File: config.mk
export PLATFORM = sky130hd
export DESIGN_NAME = sig_notify_regs
export DESIGN_NICKNAME = d
export VERILOG_FILES = /design/src/rtl/sig_pkg.sv /design/src/rtl/sig_mode_reg.sv /design/src/rtl/sig_slot.sv /design/src/rtl/sig_notify_regs.sv
export SDC_FILE = /design/constraint.sdc
export NUM_CORES = 1
export LEC_CHECK = 0
export ABC_AREA = 1
export BUFFER_PORTS_ARGS = -buffer_cell sky130_fd_sc_hd__clkbuf_2
export CORE_MARGIN = 2
export CORE_UTILIZATION = 49
export DETAILED_ROUTE_END_ITERATION = 8
export HOLD_SLACK_MARGIN = 0.15
export PLACE_DENSITY = 0.79
export SLEW_MARGIN = 15
export SYNTH_ARGS = -nofsm -noshare
export SYNTH_HDL_FRONTEND = slang
export SYNTH_SLANG_ARGS = --single-unit
File: constraint.sdc
create_clock -name clk -period 1.4 [get_ports clk]
set_input_delay 0.28 -clock clk [delete_from_list [all_inputs] [get_ports clk]]
set_output_delay 0.28 -clock clk [all_outputs]
set_load 0.005 [all_outputs]
File: src/rtl/sig_pkg.sv
package sig_pkg;
  localparam int unsigned SIG_W = 32;
  typedef enum logic { MODE_OVERWRITE = 1'b0, MODE_OR = 1'b1 } sig_mode_e;

  // Value the register takes after a write; base is zero if a read drained it.
  function automatic logic [SIG_W-1:0] sig_merge(input logic mode_or,
                                                 input logic [SIG_W-1:0] base,
                                                 input logic [SIG_W-1:0] data);
    return mode_or ? (base | data) : data;
  endfunction

  // Pending flag after a write; OR mode keeps the base flag unless data is non-zero.
  function automatic logic sig_pend_next(input logic mode_or,
                                         input logic base_pend,
                                         input logic [SIG_W-1:0] data);
    return mode_or ? (base_pend || (data != '0)) : 1'b1;
  endfunction
endpackage

File: src/rtl/sig_mode_reg.sv
module sig_mode_reg #(
  parameter int unsigned NUM = 2
) (
  input  logic           clk,
  input  logic           rst_n,
  input  logic           cfg_we,
  input  logic [NUM-1:0] cfg_mode,
  output logic [NUM-1:0] mode_q
);
  always_ff @(posedge clk) begin
    if (!rst_n)      mode_q <= '0;
    else if (cfg_we) mode_q <= cfg_mode;
  end

  a_r4_mode_load: assert property (@(posedge clk) disable iff (!rst_n)
    rst_n && cfg_we |=> mode_q == $past(cfg_mode));
  a_r4_mode_hold: assert property (@(posedge clk) disable iff (!rst_n)
    rst_n && !cfg_we |=> $stable(mode_q));
endmodule

File: src/rtl/sig_slot.sv
module sig_slot
  import sig_pkg::*;
#(
  parameter int unsigned W = SIG_W
) (
  input  logic         clk,
  input  logic         rst_n,
  input  logic         mode_or,
  input  logic         wr_hit,
  input  logic [W-1:0] wr_data,
  input  logic         rd_req,
  output logic         rd_ack,
  output logic [W-1:0] value_q,
  output logic         pend_q
);
  logic         rd_hit;
  logic [W-1:0] base_val;
  logic         base_pend;
  logic [W-1:0] value_d;
  logic         pend_d;

  assign rd_hit    = rd_req && pend_q;
  assign rd_ack    = rd_hit;
  assign base_val  = rd_hit ? '0 : value_q;
  assign base_pend = rd_hit ? 1'b0 : pend_q;

  always_comb begin
    value_d = value_q;
    pend_d  = pend_q;
    if (wr_hit) begin
      value_d = sig_merge(mode_or, base_val, wr_data);
      pend_d  = sig_pend_next(mode_or, base_pend, wr_data);
    end else if (rd_hit) begin
      value_d = '0;
      pend_d  = 1'b0;
    end
  end

  always_ff @(posedge clk) begin
    if (!rst_n) begin
      value_q <= '0;
      pend_q  <= 1'b0;
    end else begin
      value_q <= value_d;
      pend_q  <= pend_d;
    end
  end

  a_r2_overwrite: assert property (@(posedge clk) disable iff (!rst_n)
    rst_n && wr_hit && !mode_or |=> value_q == $past(wr_data) && pend_q);
  a_r3_or_keeps: assert property (@(posedge clk) disable iff (!rst_n)
    rst_n && wr_hit && mode_or && !rd_hit |=> value_q == ($past(value_q) | $past(wr_data)));
  a_r5_read_clears: assert property (@(posedge clk) disable iff (!rst_n)
    rst_n && rd_hit && !wr_hit |=> value_q == '0 && !pend_q);
  a_r6_idle_hold: assert property (@(posedge clk) disable iff (!rst_n)
    rst_n && !wr_hit && !rd_hit |=> $stable(value_q) && $stable(pend_q));
  a_r7_collision: assert property (@(posedge clk) disable iff (!rst_n)
    rst_n && rd_hit && wr_hit |=> value_q == $past(wr_data));
  a_r8_or_zero: assert property (@(posedge clk) disable iff (!rst_n)
    rst_n && wr_hit && mode_or && wr_data == '0 && !pend_q |=> !pend_q);
endmodule

File: src/rtl/sig_notify_regs.sv
module sig_notify_regs
  import sig_pkg::*;
#(
  parameter int unsigned NUM = 2,
  parameter int unsigned W   = SIG_W,
  localparam int unsigned SEL_W = (NUM > 1) ? $clog2(NUM) : 1
) (
  input  logic             clk,
  input  logic             rst_n,
  input  logic             wr_valid,
  input  logic [SEL_W-1:0] wr_sel,
  input  logic [W-1:0]     wr_data,
  input  logic             cfg_we,
  input  logic [NUM-1:0]   cfg_mode,
  input  logic [NUM-1:0]   rd_req,
  output logic [NUM-1:0]   rd_ack,
  output logic [NUM*W-1:0] rd_data,
  output logic [NUM-1:0]   sig_count
);
  logic [NUM-1:0] mode_q;
  logic [NUM-1:0] wr_hit;

  sig_mode_reg #(.NUM(NUM)) u_mode (
    .clk(clk), .rst_n(rst_n), .cfg_we(cfg_we), .cfg_mode(cfg_mode), .mode_q(mode_q)
  );

  for (genvar i = 0; i < NUM; i++) begin : g_slot
    assign wr_hit[i] = wr_valid && (wr_sel == SEL_W'(i));
    sig_slot #(.W(W)) u_slot (
      .clk(clk), .rst_n(rst_n), .mode_or(mode_q[i]), .wr_hit(wr_hit[i]),
      .wr_data(wr_data), .rd_req(rd_req[i]), .rd_ack(rd_ack[i]),
      .value_q(rd_data[i*W +: W]), .pend_q(sig_count[i])
    );
  end

  a_r9_single_target: assert property (@(posedge clk) disable iff (!rst_n)
    $onehot0(wr_hit));
endmodule

---- Yosys cells after proc, flatten, opt, wreduce, memory -nomap -nowiden ----
Cells that the tools add are included.
word-level totals
  bits in registers ....................... 68
  word-level logic and storage cells ...... 27
  output and inout port bits .............. 68
  input port bits ......................... 41
operators by class
  reductions and logical operators ........ 7
  bitwise operators ....................... 3
  mux-type cells .......................... 12
operators by type and width
  cell                 number
  $mux W32             6
  $or A32 B32 Y32      2
  $reduce_bool A32 Y1  1
  $mux W1              6
  $logic_and A1 B1 Y1  4
  $logic_or A1 B1 Y1   2
  $not A1 Y1           1

---- Longest topological paths before layout ----
  word-level depth ........................ 5
  mapped depth ............................ 6
  depth with buffers taken out ............ 6

---- Modules after synthesis ----
From an unflattened synthesis, not the netlist that was laid out.
unflattened totals
  cells, all modules ...................... 378
  area, all modules ....................... 2830.2 um^2
modules (own cells, without submodules)
  module           times used  area each (um^2)  cells an instance
  sig_slot         2           1367.6            181
  sig_mode_reg     1           77.6              12
  sig_notify_regs  1           17.5              4

---- Least setup slack after synthesis ----
No wires, ideal clock.
  path kind ............................... flip-flop to output port
  from .................................... reg g_slot[0].u_slot.pend_q
  to ...................................... out rd_ack[0]
  path buffers ............................ 2
  path slack .............................. 0.292 ns
  cell stages (with the launch flop) ...... 5
  data arrival time ....................... 0.828 ns
  cell sequence ........................... dfxtp_1 -> nand2_1 -> buf_4 -> inv_1 -> buf_4
on the way
  cells in the longest elaborated chain, start to end .. 1
RTL lines
  item                    RTL line               text
  from (decl)             sig_slot.sv:14         output logic pend_q
  from (signal assigned)  sig_slot.sv:45         pend_q <= pend_d;
  $logic_and A1 B1 Y1     sig_slot.sv:22         assign rd_hit = rd_req && pend_q;
  to (decl)               sig_notify_regs.sv:16  output logic [NUM-1:0] rd_ack,
No other way between the ends.

---- Final worst setup path ----
  from .................................... reg g_slot[1].u_slot.pend_q
  to ...................................... out rd_ack[1]
on the way
  cells in the longest elaborated chain, start to end .. 1
RTL lines
  item                    RTL line
  from (decl)             sig_slot.sv:14
  from (signal assigned)  sig_slot.sv:45
  $logic_and A1 B1 Y1     sig_slot.sv:22
No other way between the ends.

==> impl_metrics.csv <==
group,metric,value,unit
run_status,outcome,"finished, final reports clean",
synth,synth_fa_ha_area_share,0,%
power,pwr-share-clk,34.8,%
clock_tree,cts_sinks,68,
layout,drive_above_1_share,38.00,%
clock_tree,clock_latency,0.33,ns
floorplan,design.core.area,5574,um^2
synth,synth_top_family_by_area,"simple AND/OR/NAND/NOR gates",
worst_setup_path,reg2reg_from,"u_mode.mode_q[1]$_SDFFE_PN0P_",
global_routing,antenna_found_initial,0,
timing,timing.setup.tns,0,ns
power,p_seq_share,51.8,%
synth,ys.flop_type,"dfxtp_1",
power,internal-power,2.981,mW
timing,worst_slew_pin_slew,0.5394,ns
clock_tree,cts_setup_buffers,0,
routing,drc,0,
synth,synth-edff-count,0,
global_routing,grt_max_degree,67,
worst_setup_path,cp_data_arrival_time,1.03,ns
synth,yosysWarningCount,0,
clock_tree,cts_buffers,9,
routing,drtPass1Iterations,5,
power,vdd_drop_max,0.7790,mV
synth,muxShareOfSynthArea,0,%
layout,layout.cells.non_filler,522,
min_path,worstHoldEndpoint,"u_mode.mode_q[1]$_SDFFE_PN0P_",
worst_setup_path,reg2reg_depth,4,
timing,setup_viol_count_final,0,
global_routing,first_global_vias,2494,
min_path,hold_path_class,"in -> reg",
worst_setup_path,rrSetupSlack,0.19,ns
synth,syn_area_per_cell,8.246,um^2
timing,clock.fmax,762.9,MHz
synth,ys_ff_latch,68,
floorplan,row_count,27,
power,switching_share,26.08,%
global_routing,grt_pass1_wl,11700,um
power,switching_power,1.052,mW
worst_setup_path,crit_path_start_kind,"flop",
worst_setup_path,worstPathRequired,1.12,ns
worst_setup_path,timing.critical_path.fanout_max,7,
power,power,4.033,mW
synth,ys_seq_area_share,47.57,%
synth,synth-xor-area-share,0,%
run,cap_viol_max_count,0,
timing,rsz0062_at_grt,"no",
routing,drtIter0Drc,168,
routing,wire_per_inst,13.91,um
power,p_comb_share,13.4,%
synth,yosys-top-cells-area,"dfxtp_1 48%, a21oi_1 12%, nand3_2 10%",
clock_tree,clk_pin_slew,0.07,ns
layout,antenna_cells,0,
floorplan,die_h,80.42,um
synth,synthTopCellsByCount,"77 x nand2_1, 68 x a21oi_1, 68 x dfxtp_1, 34 x nand3_1, 30 x nand3_2",
synth,synth_area,2861,um^2
place,finalWeightedCongestion,0.8903,
min_path,worstHoldPathCells,3,
routing,vias,2726,
place,portBuffers,108,
clock_tree,cts-root-buf,"clkbuf_8",
worst_setup_path,critPathKind,"reg -> out",
worst_setup_path,endpoint_kind,"output pin",
routing,via_per_inst,5.222,
routing,drt_wl_total,7259,um
layout,fillers,517,
power,power_density,1124,nW/um^2
synth,yosysTopAreaCell,"dfxtp_1",
floorplan,fp.dieW,80.42,um
synth,synth_top_area_share,47.57,%
synth,ys_types,17,
clock_tree,cts_tree,"built",
clock_tree,cts_hold_buf,0,
power,p_leak,1.565,nW
timing,period_needed,1.311,ns
timing,fin_crit_sh,93.63,%
global_routing,grt_usage,23.47,%
layout,areaGrowthSynthToFinish,25.40,%
synth,netlist_instances,347,
clock_tree,htree_levels,3,
floorplan,start_util,51.34,%
place,hpwl,5111,um
synth,async_reset_ff_share,0,%
min_path,worstHoldStart,"cfg_mode[1]",
floorplan,io_pins,109,
synth,synth-simple-area-share,30.43,%
synth,yosysMostFrequentCell,"nand2_1",
timing,drv_slew,0,
synth,syn_nets,388,
layout,nets,487,
place,dp_cells,507,
timing,hold_violations,0,
timing,maxSlewHeadroom,64.04,%
clock_tree,clock_path_buffers,2,
worst_setup_path,r2r-end,"g_slot[1].u_slot.value_q[28]$_SDFF_PN0_",
routing,ant_nets,0,
timing,skew,0.009319,ns
synth,synth-compound-area-share,12.90,%
floorplan,dieArea,6467,um^2
global_routing,grt.overflow.total,0,
timing,holdWs,0.1737,ns
## layer usage
metal / GRT usage (%) / share of wire, %
met1: 30.67 / 43
met2: 35.75 / 47
met3: 6.404 / 8.4
met4: 11.36 / 1.1
met5: 0 / 0
## how the worst max path moves through the flow
| stage | start | end | slack [ns] | depth (start not counted) |
|---|---|---|---|---|
| 6_report | g_slot[1].u_slot.pend_q$_SDFF_PN0_ | rd_ack[1] | 0.09 | 3 |
| 5_1_grt | g_slot[1].u_slot.pend_q$_SDFF_PN0_ | rd_ack[1] | 0.03 | 3 |
| 4_1_cts | g_slot[1].u_slot.pend_q$_SDFF_PN0_ | rd_ack[1] | 0.04 | 3 |
| 3_5_place_dp | wr_sel | g_slot[1].u_slot.value_q[28]$_SDFF_PN0_ | 0.04 | 6 |
| 3_3_place_gp | wr_sel | g_slot[1].u_slot.value_q[16]$_SDFF_PN0_ | 0.12 | 6 |
| 2_1_floorplan | g_slot[0].u_slot.pend_q$_SDFF_PN0_ | rd_ack[0] | 0.29 | 4 |
## critical path, stage by stage, from the launching register on
cell,delay [ns]
dfxtp_1,0.41
nand2_4,0.13
inv_1,0.07
clkbuf_2,0.10
## repair_timing
item	CTS	global route
gates resized for setup	2	2
pin swaps	0	0
setup endpoints to repair	2	2
## layout make-up
class	count	area (um^2)	share of cell area, %
repair buffers	117	670.6	18.69
clock buffers	13	158.9	4.428
inverters	11	41.29	1.151
flip-flops and latches	68	1363	37.97
multi-input cells	239	1255	34.97
well taps	72	90.09	2.510
clock inverters	2	10.01	0.2789
## cell families (layout without fill, tap and decap cells)
family	Yosys count	in the layout
AOI/OAI and AO/OA	73	73
and+or+nand+nor	166	166
DFF	68	68
buffers and inverters	40	143
## flip-flops by register name, summed over array words and instances (netlist names)
name and cells:
g_slot.u_slot.pend_q 2, g_slot.u_slot.value_q 64, u_mode.mode_q 2
## metrics by stage
step / area (um^2) / worst slack, ns / util (%)
5_1_grt: 3588 / 0.02749 / 64.38
6_report: 3588 / 0.08917 / 64.38
3_3_place_gp: 3406 / 0.1167 / 61.10
4_1_cts: 3582 / 0.03947 / 64.26
3_5_place_dp: 3406 / 0.04199 / 61.10
2_1_floorplan: 2861 / 0.2920 / -
## power by group through the flow
stage               Combinational (mW)  Sequential [mW]  Clock, mW
global route                     0.597             2.10       1.53
floorplan                        0.305             2.13          0
finish                           0.539             2.09       1.40
detailed placement               0.538             2.13          0
CTS                              0.541             2.09       1.44
global placement                 0.524             2.13          0
## placed cells by master, fill, tap and decap left out, types with 2 or more instances in the layout
| cell | synthesis | final |
|---|---|---|
| a21oi_1 | 68 | 68 |
| buf_12 | 0 | 5 |
| buf_4 | 10 | 4 |
| clkbuf_1 | 6 | 2 |
| clkbuf_2 | 0 | 108 |
| clkbuf_8 | 0 | 11 |
| clkinv_2 | 0 | 2 |
| dfxtp_1 | 68 | 67 |
| inv_1 | 8 | 7 |
| inv_2 | 3 | 4 |
| nand2_1 | 77 | 75 |
| nand2_4 | 1 | 3 |
| nand3_1 | 34 | 34 |
| nand3_2 | 30 | 30 |
| nor2_1 | 22 | 22 |
| o21ai_0 | 4 | 4 |
No activity file was read; power rests on OpenSTA's default activity.
